File: config.mk
export PLATFORM = sky130hd
export DESIGN_NAME = periph_guard
export DESIGN_NICKNAME = d
export VERILOG_FILES = /design/src/rtl/periph_guard_pkg.sv /design/src/rtl/pg_cfg_bank.sv /design/src/rtl/pg_rule.sv /design/src/rtl/pg_seq.sv /design/src/rtl/periph_guard.sv
export SDC_FILE = /design/constraint.sdc
export NUM_CORES = 1
export LEC_CHECK = 0
export ABC_CLOCK_PERIOD_IN_PS = 2310
export BUFFER_PORTS_ARGS = -buffer_cell sky130_fd_sc_hd__clkbuf_2
export CORE_AREA = 10 10 280 282
export DETAILED_ROUTE_END_ITERATION = 6
export DIE_AREA = 0 0 290 292
export PLACE_DENSITY = 0.36
export SYNTH_ARGS = -nofsm -noshare
export SYNTH_HDL_FRONTEND = slang
export SYNTH_SLANG_ARGS = --single-unit
File: constraint.sdc
create_clock -name clk -period 2.31 [get_ports clk]
set_clock_uncertainty 0.05 [all_clocks]
set_input_delay 0.3465 -clock clk [delete_from_list [all_inputs] [get_ports clk]]
set_output_delay 0.3465 -clock clk [all_outputs]
set_load 0.02 [all_outputs]
File: src/rtl/periph_guard_pkg.sv
package periph_guard_pkg;

    typedef enum logic [1:0] {
        ST_IDLE,
        ST_FWD,
        ST_WAIT,
        ST_RESP
    } pg_state_e;

    typedef enum logic [1:0] {
        DEC_PASS,
        DEC_BLOCK,
        DEC_NOPATH
    } pg_dec_e;

    function automatic pg_dec_e pg_classify(input logic no_path, input logic refused);
        if (no_path)      return DEC_NOPATH;
        else if (refused) return DEC_BLOCK;
        else              return DEC_PASS;
    endfunction

endpackage

File: src/rtl/pg_cfg_bank.sv
module pg_cfg_bank #(
    parameter int N_PORTS = 16
) (
    input  logic               clk,
    input  logic               rst,
    input  logic [N_PORTS-1:0] ns_i,
    input  logic [N_PORTS-1:0] upriv_i,
    input  logic               err_sel_i,
    input  logic               en_i,
    input  logic               clr_i,
    input  logic               viol_i,
    output logic [N_PORTS-1:0] ns_q,
    output logic [N_PORTS-1:0] upriv_q,
    output logic               err_sel_q,
    output logic               irq_o
);
    logic en_q;
    logic clr_q;
    logic flag_q;

    always_ff @(posedge clk) begin
        if (rst) begin
            ns_q      <= '0;
            upriv_q   <= '0;
            err_sel_q <= 1'b0;
            en_q      <= 1'b0;
            clr_q     <= 1'b0;
        end else begin
            ns_q      <= ns_i;
            upriv_q   <= upriv_i;
            err_sel_q <= err_sel_i;
            en_q      <= en_i;
            clr_q     <= clr_i;
        end
    end

    // sticky flag; the held clear wins over a refusal in the same cycle
    always_ff @(posedge clk) begin
        if (rst)         flag_q <= 1'b0;
        else if (clr_q)  flag_q <= 1'b0;
        else if (viol_i) flag_q <= 1'b1;
    end

    assign irq_o = flag_q & en_q;
endmodule

File: src/rtl/pg_rule.sv
module pg_rule
    import periph_guard_pkg::*;
#(
    parameter int               N_PORTS   = 16,
    parameter logic [N_PORTS-1:0] NS_MASK   = '0,
    parameter logic [N_PORTS-1:0] CONNECTED = '1,
    localparam int              PORT_W    = (N_PORTS > 1) ? $clog2(N_PORTS) : 1
) (
    input  logic [PORT_W-1:0]  port_i,
    input  logic               secure_i,
    input  logic               user_i,
    input  logic [N_PORTS-1:0] ns_q,
    input  logic [N_PORTS-1:0] upriv_q,
    output pg_dec_e            dec_o
);
    logic [N_PORTS-1:0] hit;
    logic [N_PORTS-1:0] refuse_vec;

    for (genvar g = 0; g < N_PORTS; g++) begin : g_port
        logic sec_fail;
        logic priv_fail;
        assign hit[g]        = (port_i == PORT_W'(g));
        assign sec_fail      = (secure_i == ns_q[g]) && !NS_MASK[g];
        assign priv_fail     = user_i && !upriv_q[g];
        assign refuse_vec[g] = sec_fail | priv_fail;
    end

    assign dec_o = pg_classify(~|(hit & CONNECTED), |(hit & refuse_vec));
endmodule

File: src/rtl/pg_seq.sv
module pg_seq
    import periph_guard_pkg::*;
#(
    parameter int N_PORTS = 16,
    parameter int ADDR_W  = 12,
    parameter int DATA_W  = 32,
    localparam int PORT_W = (N_PORTS > 1) ? $clog2(N_PORTS) : 1
) (
    input  logic                      clk,
    input  logic                      rst,
    input  pg_dec_e                   dec_i,
    input  logic                      err_sel_q,
    output logic                      viol_o,
    input  logic                      up_valid_i,
    output logic                      up_ready_o,
    input  logic [PORT_W-1:0]         up_port_i,
    input  logic                      up_write_i,
    input  logic [ADDR_W-1:0]         up_addr_i,
    input  logic [DATA_W-1:0]         up_wdata_i,
    output logic                      up_rvalid_o,
    output logic [DATA_W-1:0]         up_rdata_o,
    output logic                      up_err_o,
    output logic [N_PORTS-1:0]        dn_valid_o,
    input  logic [N_PORTS-1:0]        dn_ready_i,
    output logic                      dn_write_o,
    output logic [ADDR_W-1:0]         dn_addr_o,
    output logic [DATA_W-1:0]         dn_wdata_o,
    input  logic [N_PORTS-1:0]        dn_rvalid_i,
    input  logic [N_PORTS*DATA_W-1:0] dn_rdata_i,
    input  logic [N_PORTS-1:0]        dn_err_i
);
    typedef struct packed {
        logic [PORT_W-1:0] port;
        logic              write;
        logic [ADDR_W-1:0] addr;
        logic [DATA_W-1:0] wdata;
    } req_t;

    pg_state_e         state_q;
    req_t              req_q;
    logic [DATA_W-1:0] rdata_q;
    logic              err_q;
    logic              accept;

    assign accept = up_valid_i && (state_q == ST_IDLE);
    assign viol_o = accept && (dec_i == DEC_BLOCK);

    always_ff @(posedge clk) begin
        if (rst) begin
            state_q <= ST_IDLE;
            req_q   <= '0;
            rdata_q <= '0;
            err_q   <= 1'b0;
        end else begin
            case (state_q)
                ST_IDLE: if (accept) begin
                    req_q   <= '{port: up_port_i, write: up_write_i,
                                 addr: up_addr_i, wdata: up_wdata_i};
                    rdata_q <= '0;
                    case (dec_i)
                        DEC_PASS:  state_q <= ST_FWD;
                        DEC_BLOCK: begin state_q <= ST_RESP; err_q <= err_sel_q; end
                        default:   begin state_q <= ST_RESP; err_q <= 1'b1;      end
                    endcase
                end
                ST_FWD:  if (dn_ready_i[req_q.port]) state_q <= ST_WAIT;
                ST_WAIT: if (dn_rvalid_i[req_q.port]) begin
                    state_q <= ST_RESP;
                    rdata_q <= dn_rdata_i[req_q.port*DATA_W +: DATA_W];
                    err_q   <= dn_err_i[req_q.port];
                end
                default: state_q <= ST_IDLE;
            endcase
        end
    end

    for (genvar g = 0; g < N_PORTS; g++) begin : g_dn
        assign dn_valid_o[g] = (state_q == ST_FWD) && (req_q.port == PORT_W'(g));
    end

    assign up_ready_o  = (state_q == ST_IDLE);
    assign up_rvalid_o = (state_q == ST_RESP);
    assign up_rdata_o  = rdata_q;
    assign up_err_o    = err_q;
    assign dn_write_o  = req_q.write;
    assign dn_addr_o   = req_q.addr;
    assign dn_wdata_o  = req_q.wdata;
endmodule

File: src/rtl/periph_guard.sv
module periph_guard
    import periph_guard_pkg::*;
#(
    parameter int               N_PORTS   = 16,
    parameter int               ADDR_W    = 12,
    parameter int               DATA_W    = 32,
    parameter logic [N_PORTS-1:0] NS_MASK   = '0,
    parameter logic [N_PORTS-1:0] CONNECTED = '1,
    localparam int              PORT_W    = (N_PORTS > 1) ? $clog2(N_PORTS) : 1
) (
    input  logic                      clk,
    input  logic                      rst,
    input  logic [N_PORTS-1:0]        cfg_ns_i,
    input  logic [N_PORTS-1:0]        cfg_upriv_i,
    input  logic                      cfg_err_i,
    input  logic                      irq_en_i,
    input  logic                      irq_clr_i,
    output logic                      irq_o,
    input  logic                      up_valid_i,
    output logic                      up_ready_o,
    input  logic [PORT_W-1:0]         up_port_i,
    input  logic                      up_write_i,
    input  logic [ADDR_W-1:0]         up_addr_i,
    input  logic [DATA_W-1:0]         up_wdata_i,
    input  logic                      up_secure_i,
    input  logic                      up_user_i,
    output logic                      up_rvalid_o,
    output logic [DATA_W-1:0]         up_rdata_o,
    output logic                      up_err_o,
    output logic [N_PORTS-1:0]        dn_valid_o,
    input  logic [N_PORTS-1:0]        dn_ready_i,
    output logic                      dn_write_o,
    output logic [ADDR_W-1:0]         dn_addr_o,
    output logic [DATA_W-1:0]         dn_wdata_o,
    input  logic [N_PORTS-1:0]        dn_rvalid_i,
    input  logic [N_PORTS*DATA_W-1:0] dn_rdata_i,
    input  logic [N_PORTS-1:0]        dn_err_i
);
    logic [N_PORTS-1:0] ns_q;
    logic [N_PORTS-1:0] upriv_q;
    logic               err_sel_q;
    logic               viol;
    pg_dec_e            dec;

    pg_cfg_bank #(.N_PORTS(N_PORTS)) u_cfg (
        .clk(clk), .rst(rst),
        .ns_i(cfg_ns_i), .upriv_i(cfg_upriv_i), .err_sel_i(cfg_err_i),
        .en_i(irq_en_i), .clr_i(irq_clr_i), .viol_i(viol),
        .ns_q(ns_q), .upriv_q(upriv_q), .err_sel_q(err_sel_q), .irq_o(irq_o)
    );

    pg_rule #(.N_PORTS(N_PORTS), .NS_MASK(NS_MASK), .CONNECTED(CONNECTED)) u_rule (
        .port_i(up_port_i), .secure_i(up_secure_i), .user_i(up_user_i),
        .ns_q(ns_q), .upriv_q(upriv_q), .dec_o(dec)
    );

    pg_seq #(.N_PORTS(N_PORTS), .ADDR_W(ADDR_W), .DATA_W(DATA_W)) u_seq (
        .clk(clk), .rst(rst), .dec_i(dec), .err_sel_q(err_sel_q), .viol_o(viol),
        .up_valid_i(up_valid_i), .up_ready_o(up_ready_o), .up_port_i(up_port_i),
        .up_write_i(up_write_i), .up_addr_i(up_addr_i), .up_wdata_i(up_wdata_i),
        .up_rvalid_o(up_rvalid_o), .up_rdata_o(up_rdata_o), .up_err_o(up_err_o),
        .dn_valid_o(dn_valid_o), .dn_ready_i(dn_ready_i), .dn_write_o(dn_write_o),
        .dn_addr_o(dn_addr_o), .dn_wdata_o(dn_wdata_o), .dn_rvalid_i(dn_rvalid_i),
        .dn_rdata_i(dn_rdata_i), .dn_err_i(dn_err_i)
    );
endmodule

==> results of run 1 <==
-- synthesized netlist by cell type (all sizes together) --
cell type,instances,area [um^2]
a22o,1,8.760
nand3,1,5.000
nand4b,2,17.52
a211oi,5,37.54
and2,4,25.02
nor4,1,6.260
a22oi,32,240.2
inv,6,22.52
or3b,1,8.760
a21boi,1,7.510
o21ba,1,10.01
o21ai,10,53.80
nand4bb,1,11.26
nor2,50,187.7
or4bb,1,11.26
dfxtp,120,2402
nand2,104,390.4
clkbuf,49,183.9
a211o,1,8.760
nor2b,37,231.5
nor3,8,40.04
nand3b,2,15.01
ha,4,50.05
o211ai,4,30.03
o221ai,2,17.52
buf,76,511.8
a221oi,1,8.760
o32ai,1,8.760
o41ai,2,17.52
or3,2,12.51
a21oi,54,274.0
mux4,173,3896
mux2,1,11.26
nand2b,6,37.54
nor4b,1,8.760
o22ai,9,56.30
xor2,9,78.83
mux2i,2,20.02
-- worst reg2reg max path: cells and delay by family, from the launching register on --
| kind | cells | cell delay, ns |
|---|---|---|
| muxes | 2 | 1.06 |
| DFF | 1 | 0.41 |
| AOI/OAI and AO/OA | 1 | 0.16 |
| buffers and inverters | 2 | 0.46 |
| and+or+nand+nor | 1 | 0.05 |
-- final timing paths --
kind,cells past startpoint,slack (ns),to,from
max reg2reg,6,-0.005,u_seq.up_rdata_o[9],u_seq.req_q[45]
min reg2reg,1,0.34,u_cfg.flag_q,u_cfg.clr_q
min,2,0.04,u_cfg.ns_q[6],cfg_ns_i[6]
max,6,-0.005,u_seq.up_rdata_o[9],u_seq.req_q[45]
-- area by class of cell --
| class | count | area, um^2 | share of cell area [%] |
|---|---|---|---|
| Antenna cell | 7 | 17.52 | 0.1166 |
| Clock buffer | 19 | 464.2 | 3.090 |
| Clock inverter | 13 | 156.4 | 1.041 |
| Inverter | 6 | 22.52 | 0.1499 |
| Multi-Input combinational cell | 534 | 6040 | 40.20 |
| Sequential cell | 120 | 2420 | 16.11 |
| Tap cell | 959 | 1200 | 7.987 |
| Timing Repair Buffer | 830 | 4703 | 31.31 |
-- state kept, by name (all words and copies together) (netlist names) --
| register | count |
|---|---|
| u_cfg.clr_q | 1 |
| u_cfg.en_q | 1 |
| u_cfg.err_sel_q | 1 |
| u_cfg.flag_q | 1 |
| u_cfg.ns_q | 16 |
| u_cfg.upriv_q | 16 |
| u_seq.dn_addr_o | 12 |
| u_seq.dn_wdata_o | 32 |
| u_seq.dn_write_o | 1 |
| u_seq.req_q | 4 |
| u_seq.state_q | 2 |
| u_seq.up_err_o | 1 |
| u_seq.up_rdata_o | 32 |
-- cells by family after synthesis --
| kind of cell | count (synthesis) |
|---|---|
| AOI/OAI and AO/OA | 124 |
| xor gates and xnor gates | 9 |
| adders and majority gates | 4 |
| buffers and inverters | 131 |
| DFF | 120 |
| muxes | 176 |
| and+or+nand+nor | 221 |
-- routing by layer --
| layer | track usage (%) | up-vias |
|---|---|---|
| li1 | - | 4451 |
| met1 | 18.80 | 5070 |
| met2 | 28.57 | 576 |
| met3 | 6.176 | 78 |
| met4 | 4.841 | 16 |
| met5 | 0 | - |
-- report_power, final --
part           internal, mW  switching [mW]  leakage (nW)
clock                  1.71            1.21         0.299
combinational          2.69            3.07          5.22
sequential             2.36           0.226         0.989
total                  6.76            4.50          6.51
-- timing repair --
item / in CTS / in global routing
setup buffers: 8 / 4
gates resized for setup: 19 / 40
cloned: 1 / 0
setup endpoints to repair: 51 / 41
hold buffers: 4 / 0
endpoints found under the hold margin: 4 / 0
pin swaps: 6 / 5
==> flow_metrics.py, run 1 <==
metrics = {
    "floorplanning": {
        "die-area_um2": 84680,
        "start_util_pct": 12.35,
        "die_y_um": 292,
        "pin_count": 746,
        "die_w_um": 290,
        "rows": 99,
        "core_area_um2": 72590,
    },
    "synthesis": {
        "synth-xor-area-share_pct": 0.8793,
        "synth_nets": 1438,
        "ys_warn_count": 0,
        "syn_area_um2": 8965,
        "muxShareOfSynthArea_pct": 43.81,
        "synth_seq_cells": 120,
        "synth.distinct_cells": 45,
        "synthAdderAreaFrac_pct": 0.5583,
        "synth_top_family_by_area": "multiplexers",
        "synth_compound_area_share_pct": 8.695,
        "yosysSeqAreaShare_pct": 26.80,
        "yosys.area_share.simple_pct": 11.25,
        "syn_area_per_cell_um2": 11.42,
        "syn-instance-count": 785,
    },
    "route": {
        "wl_met2_um": 37250,
        "highest_layer": "met5",
        "wl_met1_um": 28210,
        "wl_um": 73270,
        "drtIter0Drc": 605,
        "ant_nets": 0,
        "drc_errors": 0,
        "first_pass_iters": 4,
        "wire_per_inst_um": 29.45,
        "vias": 10190,
        "wl_met3_um": 6445,
        "vias_per_cell": 4.096,
    },
    "clock_network": {
        "cts_tree": "done",
        "root_buffer": "clkbuf_16",
        "cts.path.max_buffers": 2,
        "clkLatencyLatePin_ns": 0.48,
        "clkSlewWorstSetupHoldPaths_ns": 0.07,
        "cts_sinks": 120,
        "cts_max_level": 4,
        "cts_buffers": 17,
    },
    "final_layout": {
        "layout_commonest_cell": "clkbuf_2",
        "final_cell_mix": "clkbuf_2, mux4_2, dfxtp_1",
        "fillers": 8103,
        "utilization_pct": 20.70,
        "fin_area_um2": 15020,
        "synthToLayoutAreaGrowth_pct": 67.58,
        "final_nets": 2162,
        "fin_cells": 2488,
        "drive_gt1_share_pct": 70.70,
    },
    "worst_setup_path": {
        "crit_type": "flop to flop",
        "critical-path-top-delay-family": "multiplexers",
        "path_buf_inv": 2,
        "cp_max_fo": 21,
        "cp_data_required_time_ns": 2.61,
        "crit_path_start_kind": "flop",
        "slowest_delay_ns": 0.54,
        "timing.critical_path.cells": "buf_12 > buf_12 > mux4_2 > mux4_2 > a22oi_1 > nor2_1",
        "setup.worst_path.end_class": "flop",
        "slowest_stage": "mux4_2",
        "arrival_ns": 2.61,
    },
    "power_and_ir_drop": {
        "total_power_mw": 11.26,
        "power.leakage_nw": 6.510,
        "power_density_nw_per_um2": 749.5,
        "ir_drop_mv": 0.5495,
    },
    "timing": {
        "worst_pin_slew_ns": 0.4103,
        "finalSetupTns_ns": -0.007628,
        "fin_ws_ns": -0.004796,
        "finalCriticalPeriod_ns": 2.315,
        "period_share_pct": 100.2,
        "maxSlewHeadroom_pct": 72.64,
        "hold_viol": 0,
        "setup_violations": 2,
        "holdWs_ns": 0.03993,
        "fmax_mhz": 432.0,
        "rsz0062_at_grt": "yes",
        "slew_violations": 0,
    },
    "status": {
        "violations": "setup timing",
        "outcome": "complete, but fails checks",
    },
    "placement": {
        "pre_cts_ws_ns": -0.1509,
        "place_congestion": 0.9647,
        "io_buffers": 745,
        "placed_cells_incl_taps": 2433,
        "hpwl_um": 63910,
        "placed_area_um2": 13970,
    },
    "grt": {
        "grt.total_usage_pct": 16.55,
        "grt_start_max_net_pins": 52,
        "grt_overflow": 0,
        "antenna_found_initial": 36,
        "grt_pass1_vias": 11000,
        "grt_first_pass_wirelength_um": 97090,
    },
    "flow_run": {
        "cap_violations": 0,
    },
    "min_path": {
        "hold_class": "input port to flop",
    },
}
No activity file was read; power rests on OpenSTA's default activity.
==> inputs of run 2 (changes only) <==
--- a/config.mk
+++ b/config.mk
@@ -8,9 +8,10 @@
 export ABC_CLOCK_PERIOD_IN_PS = 2310
 export BUFFER_PORTS_ARGS = -buffer_cell sky130_fd_sc_hd__clkbuf_2
 export CORE_AREA = 10 10 280 282
+export CTS_CLUSTER_SIZE = 24
 export DETAILED_ROUTE_END_ITERATION = 6
 export DIE_AREA = 0 0 290 292
-export PLACE_DENSITY = 0.36
+export PLACE_DENSITY = 0.31
 export SYNTH_ARGS = -nofsm -noshare
 export SYNTH_HDL_FRONTEND = slang
 export SYNTH_SLANG_ARGS = --single-unit
==> flow_metrics.py, run 2 (synthesized netlist as in run 1, its figures left out) <==
metrics = {
    "status": {
        "outcome": "complete, but fails checks",
        "violations": "setup timing",
    },
    "timing": {
        "rsz0062_at_grt": "yes",
        "worst_pin_slew_ns": 0.5248,
        "slew_violations": 0,
        "maxSlewHeadroom_pct": 65.01,
        "holdWs_ns": 0.05428,
        "hold_viol": 0,
        "finalSetupTns_ns": -0.6237,
        "fin_ws_ns": -0.06287,
        "fmax_mhz": 421.4,
        "setup_violations": 24,
        "period_share_pct": 102.7,
        "finalCriticalPeriod_ns": 2.373,
    },
    "clock_network": {
        "root_buffer": "clkbuf_16",
        "clkLatencyLatePin_ns": 0.47,
        "clkSlewWorstSetupHoldPaths_ns": 0.06,
        "cts_tree": "done",
        "cts.path.max_buffers": 2,
        "cts_buffers": 17,
        "cts_max_level": 4,
        "cts_sinks": 120,
    },
    "final_layout": {
        "final_nets": 2209,
        "drive_gt1_share_pct": 69.20,
        "synthToLayoutAreaGrowth_pct": 74.08,
        "fillers": 8070,
        "fin_area_um2": 15610,
        "layout_commonest_cell": "clkbuf_2",
        "utilization_pct": 21.50,
        "final_cell_mix": "clkbuf_2, mux4_2, dfxtp_1",
        "fin_cells": 2538,
    },
    "route": {
        "drtIter0Drc": 544,
        "vias_per_cell": 4.011,
        "wire_per_inst_um": 28.58,
        "first_pass_iters": 5,
        "wl_um": 72540,
        "drc_errors": 0,
        "ant_nets": 0,
        "vias": 10180,
    },
    "floorplanning": {
        "rows": 99,
        "die_w_um": 290,
        "core_area_um2": 72590,
        "pin_count": 746,
        "die_y_um": 292,
        "start_util_pct": 12.35,
        "die-area_um2": 84680,
    },
    "power_and_ir_drop": {
        "power.leakage_nw": 6.758,
        "ir_drop_mv": 0.5719,
        "total_power_mw": 11.14,
        "power_density_nw_per_um2": 713.7,
    },
    "placement": {
        "pre_cts_ws_ns": -0.1290,
        "io_buffers": 745,
        "place_congestion": 0.9927,
        "placed_area_um2": 13960,
        "placed_cells_incl_taps": 2432,
        "hpwl_um": 63250,
    },
    "worst_setup_path": {
        "setup.worst_path.end_class": "flop",
        "arrival_ns": 2.69,
        "cp_max_fo": 31,
        "crit_type": "flop to flop",
        "crit_path_start_kind": "flop",
        "cp_data_required_time_ns": 2.62,
    },
    "grt": {
        "grt_first_pass_wirelength_um": 96020,
        "grt.total_usage_pct": 16.23,
        "antenna_found_initial": 25,
        "use_met1_pct": 18.43,
        "grt_overflow": 0,
        "met2_usage_pct": 28.34,
        "top_usage_layer": "met2",
        "grtUsageMet3_pct": 6.108,
        "grt_pass1_vias": 11180,
        "grt_start_max_net_pins": 46,
    },
    "min_path": {
        "hold_class": "input port to flop",
    },
    "flow_run": {
        "cap_violations": 0,
    },
}
[run 2: cell count changes in the layout (fill, tap and decap cells not counted), moves of 3 or more]
cell,before,now
clkbuf_2,740,735
a22oi_1,16,13
diode_2,7,11
buf_8,0,3
buf_16,1,6
a22oi_2,16,19
dlygate4sd3_1,4,41
[run 2: report_power, final]
| group | switching [mW] | total [mW] | internal, mW |
|---|---|---|---|
| sequential | 0.190 | 2.55 | 2.36 |
| clock | 1.17 | 2.74 | 1.57 |
| combinational | 3.06 | 5.85 | 2.79 |
[run 2: final cells by class]
| class | count | area, um^2 | area share, % |
|---|---|---|---|
| clock inverters | 12 | 112.6 | 0.7216 |
| diodes | 11 | 27.53 | 0.1764 |
| repair buffers | 877 | 5321 | 34.10 |
| flip-flops and latches | 120 | 2420 | 15.51 |
| well taps | 959 | 1200 | 7.689 |
| inverters | 6 | 22.52 | 0.1443 |
| clock buffers | 19 | 464.2 | 2.974 |
| multi-input cells | 534 | 6038 | 38.69 |
[run 2: final timing paths]
check                                      from                    to  slack, ns  cells after the start
worst min register to register      u_cfg.clr_q          u_cfg.flag_q       0.35                      1
worst max register to register  u_seq.req_q[45]  u_seq.up_rdata_o[27]      -0.06                      9
worst min-delay path                cfg_ns_i[2]         u_cfg.ns_q[2]       0.05                      2
worst max-delay path            u_seq.req_q[45]  u_seq.up_rdata_o[27]      -0.06                      9
[run 2: worst max-delay path, cell delays in order (launching register included)]
cell and delay, ns:
dfxtp_4 0.39, buf_12 0.14, mux4_2 0.49, mux2i_1 0.17
a211o_1 0.21, a21oi_4 0.09, and2_4 0.19, buf_12 0.15
a22oi_1 0.22, nor2_1 0.05
[run 2: metal layers]
layer | wire length, um | vias to the layer above
met2 | 37320 | 471
met3 | 5596 | 59
met1 | 28720 | 5082
met5 | 75 | -
met4 | 827 | 12
li1 | - | 4556
[run 2: timing repair]
item	in CTS	in global routing
gates cloned	3	2
setup endpoints to repair	51	47
resized for setup	39	41
pin swaps	6	22
hold buffers	41	0
setup buffers	12	8
hold endpoints to repair	41	0
